$ cat src/rtl/ulpi_link_pkg.sv
package ulpi_link_pkg;
  localparam logic [1:0] KIND_WRITE = 2'd0;
  localparam logic [1:0] KIND_READ  = 2'd1;

  localparam logic [1:0] PFX_SEND  = 2'b01;
  localparam logic [1:0] PFX_WRITE = 2'b10;
  localparam logic [1:0] PFX_READ  = 2'b11;

  typedef enum logic [2:0] {
    SEQ_IDLE,
    SEQ_CMD,
    SEQ_DATA,
    SEQ_STOP,
    SEQ_RDWAIT
  } seq_state_e;
endpackage

$ cat src/rtl/ulpi_bus_turn.sv
module ulpi_bus_turn (
  input  logic clk,
  input  logic rst,
  input  logic dir_i,
  output logic bus_free_o,
  output logic turn_o,
  output logic steady_o,
  output logic oe_o
);
  logic dir_q;
  logic oe_q;

  // bus is ours only when direction was low on this and the previous edge
  assign bus_free_o = !dir_i && !dir_q;
  assign turn_o     = dir_i && !dir_q;
  assign steady_o   = dir_i && dir_q;
  assign oe_o       = oe_q;

  always_ff @(posedge clk) begin
    if (rst) begin
      dir_q <= 1'b0;
      oe_q  <= 1'b0;
    end else begin
      dir_q <= dir_i;
      oe_q  <= bus_free_o;
    end
  end
endmodule

$ cat src/rtl/ulpi_tx_seq.sv
module ulpi_tx_seq
  import ulpi_link_pkg::*;
#(
  parameter int DW = 8
) (
  input  logic          clk,
  input  logic          rst,
  input  logic          bus_free_i,
  input  logic          steady_i,
  input  logic          dir_i,
  input  logic          nxt_i,
  input  logic [DW-1:0] data_i,
  input  logic          cmd_valid_i,
  input  logic [1:0]    cmd_kind_i,
  input  logic [DW-3:0] cmd_addr_i,
  input  logic [DW-1:0] cmd_wdata_i,
  input  logic [DW-1:0] tx_data_i,
  input  logic          tx_last_i,
  output logic          cmd_ready_o,
  output logic [DW-1:0] data_o,
  output logic          stp_o,
  output logic          tx_take_o,
  output logic          done_o,
  output logic [DW-1:0] rd_data_o,
  output logic          rd_wait_o
);
  localparam int AW = DW - 2;

  seq_state_e    state_q;
  logic          pend_q;
  logic [1:0]    kind_q;
  logic [AW-1:0] addr_q;
  logic [DW-1:0] wdata_q;
  logic [DW-1:0] data_q;
  logic          last_q;
  logic          stp_q;
  logic          take_q;
  logic          done_q;
  logic [DW-1:0] rd_q;
  logic [DW-1:0] cmd_byte;

  always_comb begin
    unique case (kind_q)
      KIND_WRITE: cmd_byte = {PFX_WRITE, addr_q};
      KIND_READ:  cmd_byte = {PFX_READ, addr_q};
      default:    cmd_byte = {PFX_SEND, addr_q};
    endcase
  end

  assign cmd_ready_o = (state_q == SEQ_IDLE) && !pend_q;
  assign data_o      = data_q;
  assign stp_o       = stp_q;
  assign tx_take_o   = take_q;
  assign done_o      = done_q;
  assign rd_data_o   = rd_q;
  assign rd_wait_o   = (state_q == SEQ_RDWAIT);

  always_ff @(posedge clk) begin
    if (rst) begin
      state_q <= SEQ_IDLE;
      pend_q  <= 1'b0;
      kind_q  <= '0;
      addr_q  <= '0;
      wdata_q <= '0;
      data_q  <= '0;
      last_q  <= 1'b0;
      stp_q   <= 1'b0;
      take_q  <= 1'b0;
      done_q  <= 1'b0;
      rd_q    <= '0;
    end else begin
      stp_q  <= 1'b0;
      take_q <= 1'b0;
      done_q <= 1'b0;
      unique case (state_q)
        SEQ_IDLE: begin
          if (!pend_q) begin
            if (cmd_valid_i) begin
              pend_q  <= 1'b1;
              kind_q  <= cmd_kind_i;
              addr_q  <= cmd_addr_i;
              wdata_q <= cmd_wdata_i;
            end
          end else if (bus_free_i) begin
            data_q  <= cmd_byte;
            state_q <= SEQ_CMD;
          end
        end
        SEQ_CMD: begin
          if (dir_i) begin
            // PHY took the bus: park the request and retry later
            data_q  <= '0;
            state_q <= SEQ_IDLE;
          end else if (nxt_i) begin
            unique case (kind_q)
              KIND_READ: begin
                data_q  <= '0;
                state_q <= SEQ_RDWAIT;
              end
              KIND_WRITE: begin
                data_q  <= wdata_q;
                last_q  <= 1'b1;
                state_q <= SEQ_DATA;
              end
              default: begin
                data_q  <= tx_data_i;
                last_q  <= tx_last_i;
                take_q  <= 1'b1;
                state_q <= SEQ_DATA;
              end
            endcase
          end
        end
        SEQ_DATA: begin
          if (dir_i) begin
            data_q  <= '0;
            state_q <= SEQ_IDLE;
          end else if (nxt_i) begin
            if (last_q) begin
              data_q  <= '0;
              stp_q   <= 1'b1;
              state_q <= SEQ_STOP;
            end else begin
              data_q <= tx_data_i;
              last_q <= tx_last_i;
              take_q <= 1'b1;
            end
          end
        end
        SEQ_STOP: begin
          done_q  <= 1'b1;
          pend_q  <= 1'b0;
          state_q <= SEQ_IDLE;
        end
        SEQ_RDWAIT: begin
          if (steady_i && !nxt_i) begin
            rd_q    <= data_i;
            done_q  <= 1'b1;
            pend_q  <= 1'b0;
            state_q <= SEQ_IDLE;
          end
        end
        default: state_q <= SEQ_IDLE;
      endcase
    end
  end
endmodule

$ cat src/rtl/ulpi_rx_sort.sv
module ulpi_rx_sort #(
  parameter int DW       = 8,
  parameter int ACT_BIT  = 4
) (
  input  logic          clk,
  input  logic          rst,
  input  logic          dir_i,
  input  logic          nxt_i,
  input  logic [DW-1:0] data_i,
  input  logic          turn_i,
  input  logic          steady_i,
  input  logic          rd_wait_i,
  output logic          valid_o,
  output logic          is_cmd_o,
  output logic [DW-1:0] data_o,
  output logic          active_o
);
  logic          valid_q;
  logic          is_cmd_q;
  logic [DW-1:0] data_q;
  logic          active_q;

  assign valid_o  = valid_q;
  assign is_cmd_o = is_cmd_q;
  assign data_o   = data_q;
  assign active_o = active_q;

  always_ff @(posedge clk) begin
    if (rst) begin
      valid_q  <= 1'b0;
      is_cmd_q <= 1'b0;
      data_q   <= '0;
      active_q <= 1'b0;
    end else begin
      valid_q <= 1'b0;
      if (!dir_i) begin
        active_q <= 1'b0;
      end else if (turn_i) begin
        if (nxt_i) active_q <= 1'b1;
      end else if (steady_i) begin
        if (nxt_i) begin
          valid_q  <= 1'b1;
          is_cmd_q <= 1'b0;
          data_q   <= data_i;
        end else if (!rd_wait_i) begin
          valid_q  <= 1'b1;
          is_cmd_q <= 1'b1;
          data_q   <= data_i;
          active_q <= data_i[ACT_BIT];
        end
      end
    end
  end
endmodule

$ cat src/rtl/ulpi_link_ctrl.sv
module ulpi_link_ctrl #(
  parameter int DW = 8
) (
  input  logic          clk,
  input  logic          rst,
  input  logic          ulpi_dir_i,
  input  logic          ulpi_nxt_i,
  input  logic [DW-1:0] ulpi_data_i,
  output logic [DW-1:0] ulpi_data_o,
  output logic          ulpi_data_oe_o,
  output logic          ulpi_stp_o,
  input  logic          cmd_valid_i,
  output logic          cmd_ready_o,
  input  logic [1:0]    cmd_kind_i,
  input  logic [DW-3:0] cmd_addr_i,
  input  logic [DW-1:0] cmd_wdata_i,
  input  logic [DW-1:0] tx_data_i,
  input  logic          tx_last_i,
  output logic          tx_take_o,
  output logic          done_o,
  output logic [DW-1:0] rd_data_o,
  output logic          rx_valid_o,
  output logic          rx_is_cmd_o,
  output logic [DW-1:0] rx_data_o,
  output logic          rx_active_o
);
  localparam int ACT_BIT = 4;

  logic bus_free;
  logic turn;
  logic steady;
  logic rd_wait;

  ulpi_bus_turn i_turn (
    .clk        (clk),
    .rst        (rst),
    .dir_i      (ulpi_dir_i),
    .bus_free_o (bus_free),
    .turn_o     (turn),
    .steady_o   (steady),
    .oe_o       (ulpi_data_oe_o)
  );

  ulpi_tx_seq #(.DW(DW)) i_seq (
    .clk         (clk),
    .rst         (rst),
    .bus_free_i  (bus_free),
    .steady_i    (steady),
    .dir_i       (ulpi_dir_i),
    .nxt_i       (ulpi_nxt_i),
    .data_i      (ulpi_data_i),
    .cmd_valid_i (cmd_valid_i),
    .cmd_kind_i  (cmd_kind_i),
    .cmd_addr_i  (cmd_addr_i),
    .cmd_wdata_i (cmd_wdata_i),
    .tx_data_i   (tx_data_i),
    .tx_last_i   (tx_last_i),
    .cmd_ready_o (cmd_ready_o),
    .data_o      (ulpi_data_o),
    .stp_o       (ulpi_stp_o),
    .tx_take_o   (tx_take_o),
    .done_o      (done_o),
    .rd_data_o   (rd_data_o),
    .rd_wait_o   (rd_wait)
  );

  ulpi_rx_sort #(.DW(DW), .ACT_BIT(ACT_BIT)) i_rx (
    .clk       (clk),
    .rst       (rst),
    .dir_i     (ulpi_dir_i),
    .nxt_i     (ulpi_nxt_i),
    .data_i    (ulpi_data_i),
    .turn_i    (turn),
    .steady_i  (steady),
    .rd_wait_i (rd_wait),
    .valid_o   (rx_valid_o),
    .is_cmd_o  (rx_is_cmd_o),
    .data_o    (rx_data_o),
    .active_o  (rx_active_o)
  );
endmodule

$ cat config.mk
export PLATFORM = sky130hd
export DESIGN_NAME = ulpi_link_ctrl
export DESIGN_NICKNAME = d
export VERILOG_FILES = /design/src/rtl/ulpi_link_pkg.sv /design/src/rtl/ulpi_bus_turn.sv /design/src/rtl/ulpi_tx_seq.sv /design/src/rtl/ulpi_rx_sort.sv /design/src/rtl/ulpi_link_ctrl.sv
export SDC_FILE = /design/constraint.sdc
export NUM_CORES = 1
export LEC_CHECK = 0
export ABC_CLOCK_PERIOD_IN_PS = 2700
export BUFFER_PORTS_ARGS = -buffer_cell sky130_fd_sc_hd__buf_4
export CORE_MARGIN = 4
export CORE_UTILIZATION = 54
export CTS_CLUSTER_SIZE = 14
export DETAILED_ROUTE_END_ITERATION = 10
export PLACE_DENSITY = 0.83
export SLEW_MARGIN = 20
export SYNTH_ARGS = -nofsm -noshare
export SYNTH_HDL_FRONTEND = slang
export SYNTH_SLANG_ARGS = --single-unit
$ cat constraint.sdc
create_clock -name clk -period 2.7 [get_ports clk]
set_clock_uncertainty 0.1 [all_clocks]
set_input_delay 0.405 -clock clk [delete_from_list [all_inputs] [get_ports clk]]
set_output_delay 0.405 -clock clk [all_outputs]
set_load 0.02 [all_outputs]
==> results.cfg <==
[layout]
final-instance-count-excl-fill = 353
syn_to_final_growth_pct = 25.05
layout.nets = 340
num_antenna_cells = 0
nFillCells = 330
final_area_mm2 = 0.002860
drive_above_1_share_pct = 28.38

[sta]
fin_crit_ns = 1.991
timing.fmax_ghz = 0.5023
finalCritPeriodShare_pct = 73.73
final_max_slew_viol_count = 0
worstMarginPinSlew_ns = 0.6570
setup_viol = 0
rsz0062_at_grt = false
relSlewSlack_pct = 56.16
final_hold_viol_count = 0
setup_tns_ns = 0

[worst_hold_path]
hp-start = cmd_wdata_i[1]
hold_depth = 3
hold_path_class = input pin to register
min_to = i_seq.wdata_q[1]

[clocking]
cts_setup_buffers = 0
clk_pin_slew_ns = 0.10
cts_resized = 0
tritoncts = done
clockBufferDepth = 2
cts-root-buf = clkbuf_8
numClockSinks = 53
clk_latency_ns = 0.31
numCtsBuffers = 5
htreeDepth = 2
cts_hold_buf = 0

[setup_path]
r2r_end = i_seq.addr_q[5]
path_buf_inv = 0
crit_family = simple AND/OR/NAND/NOR gates
critical-path-max-stage-delay_ns = 0.60
r2r-start = i_seq.state_q[1]
crit_type = register to register
slowest_stage = nor3b_4
crit_path_max_fanout = 16
arrival_ns = 2.13
crit_path_cell_trace = or3_4 -> nor3b_4 -> nand2_1 -> a21oi_1
end_kind = register
cp_data_required_time_ns = 2.84
r2r_setup_slack_ns = 0.71
worst-r2r-cell-count = 4
startpoint_type = register

[grt]
grt_pass1_wl_mm = 8.645
grt_max_degree = 47
grt_pass1_vias = 1915
grt_overflow_total = 0
antenna_found_initial = 0
grtUsageTotal_pct = 20.30

[logic_synthesis]
ys_top_cells_by_area = dfxtp_1, mux2i_1, nand2_1
yosys_warnings = 0
netlist_area_mm2 = 0.002287
async_flop_share_pct = 0
synth_cells = 244
ys_types = 44
ys_ff_latch = 53
yosysTopAreaCell = dfxtp_1
synth_edf_count = 0
synth_top_area_share_pct = 46.39
ys_seq_area_share_pct = 46.39
syn_avg_cell_area_um2 = 9.374
synth_fp_nets = 282
ys.flop_type = dfxtp_1

[pwr]
p_sw_uw = 682.9
ir_drop_mv = 0.3627
seq_power_share_pct = 45.6
power_density_mw_per_mm2 = 720.7
pwr-share-comb_pct = 30.1
p_int_mw = 1.379
p_leak_nw = 1.177
pwr-share-clk_pct = 24.3
switching_share_pct = 33.13

[status]
status = finished, final reports clean

[placed_design]
numPortBuffers = 69
placed_cells = 345
dpl.hpwl_mm = 3.653
routabilityCongestion = 0.8350
placed_area_mm2 = 0.002755

[drt]
wire_per_inst_um = 14.79
dr.pass1.iters = 4
ant_nets = 0
wl_mm = 5.220
post-route-drc-count = 0
drt_iter0_drc = 116
routed_via_density = 5.544
vias = 1957

[floorplanning]
die_h_um = 73.08
initial_core_util_pct = 56.37
core_mm2 = 0.004058
fp-row-count = 23
dieArea_mm2 = 0.005341
die_width_um = 73.08
io_pins = 70

[flow_run]
drv_cap = 0
[worst max path at each step]
stage	start	end	depth (start not counted)
final	i_seq.state_q[1]	i_seq.addr_q[5]	4
after global routing	i_seq.state_q[0]	i_seq.addr_q[5]	4
after detailed placement	i_seq.state_q[2]	i_rx.data_o[3]	4
after CTS	i_seq.state_q[0]	i_seq.addr_q[5]	4
after global placement	ulpi_dir_i	i_seq.data_o[1]	5
after floorplan	i_seq.state_q[2]	i_rx.data_o[0]	7
[kinds of logic (layout without fill, tap and decap cells)]
| group | Yosys count | count (layout) | share of synthesized area (%) |
|---|---|---|---|
| AO/OA/AOI/OAI | 55 | 55 | 18.55 |
| flip-flops | 53 | 53 | 46.39 |
| XOR/XNOR | 1 | 1 | 0.3830 |
| AND/OR/NAND/NOR | 98 | 98 | 22.10 |
| buffers and inverters | 21 | 80 | 5.579 |
| multiplexers | 16 | 16 | 7.002 |
[metal layers]
metal / wire length [um] / share of wire [%] / GRT usage, %
met4: 83 / 1.6 / 6.762
met3: 465 / 8.9 / 7.025
met2: 2405 / 46 / 31.68
met1: 2266 / 43 / 26.11
met5: 0 / 0 / 0
[cells in the final DEF (no fill, tap or decap), types with 2 or more instances in the layout]
master	synthesis	routed
or3b_1	3	3
nand2_1	38	38
nand3b_1	2	2
nor3_1	2	2
a41oi_1	2	2
or2_1	2	2
o32a_1	2	2
nor2_1	26	26
o21ai_0	4	4
dfxtp_1	53	53
o211a_1	2	2
buf_4	2	70
mux2i_1	16	16
nand2b_1	7	7
a221o_1	8	8
nor4_1	2	2
inv_1	2	2
nor2b_1	4	4
clkbuf_8	0	7
a32o_1	8	8
a21oi_1	21	21
a311oi_1	2	2
[worst min-delay path: stages]
cell	delay, ns
buf_4	0.10
nand2_1	0.04
a21oi_1	0.05
[power groups by stage]
stage	Clock (mW)	Combinational (mW)	Sequential, mW
3_3_place_gp	0	0.612	0.951
3_5_place_dp	0	0.619	0.957
6_report	0.502	0.620	0.939
2_1_floorplan	0	0.459	0.973
4_1_cts	0.507	0.624	0.939
5_1_grt	0.540	0.690	0.953
[cell usage after synthesis, types with 2 or more instances]
cell      instances
buf_4             2
a21oi_1          21
nor2b_1           4
dfxtp_1          53
mux2i_1          16
nand2b_1          7
o211a_1           2
a32o_1            8
buf_2             2
nor3_1            2
nor4_1            2
or2_1             2
nand2_1          38
nand3b_1          2
or3b_1            3
a221o_1           8
a41oi_1           2
clkbuf_1          9
o32a_1            2
inv_1             2
nor2_1           26
buf_6             5
o21ai_0           4
a311oi_1          2
[stage by stage]
| step | hold slack, ns | setup WS, ns | power, mW | utilization (%) |
|---|---|---|---|---|
| after floorplan | 0.3312 | 1.001 | 1.433 | - |
| after global placement | 0.3426 | 0.7429 | 1.563 | 67.90 |
| after detailed placement | 0.3484 | 0.7391 | 1.576 | 67.90 |
| after CTS | 0.2249 | 0.6912 | 2.070 | 70.49 |
| after global routing | 0.2313 | 0.5560 | 2.183 | 70.49 |
| final | 0.2253 | 0.7093 | 2.061 | 70.49 |
[flip-flops by register name, summed over array words and instances (netlist names), 2 cells and up]
| signal | cells |
|---|---|
| i_seq.state_q | 3 |
| i_seq.rd_data_o | 8 |
| i_seq.kind_q | 2 |
| i_seq.addr_q | 6 |
| i_rx.data_o | 8 |
| i_seq.data_o | 8 |
| i_seq.wdata_q | 8 |
[layout make-up]
type / instances / area [um^2] / area share [%]
Clock buffer: 7 / 96.34 / 3.368
Clock inverter: 1 / 8.758 / 0.3062
Inverter: 2 / 7.507 / 0.2625
Multi-Input combinational cell: 170 / 1099 / 38.41
Sequential cell: 53 / 1061 / 37.10
Tap cell: 50 / 62.56 / 2.187
Timing Repair Buffer: 70 / 525.5 / 18.37
(Power assumes the default switching activity.)
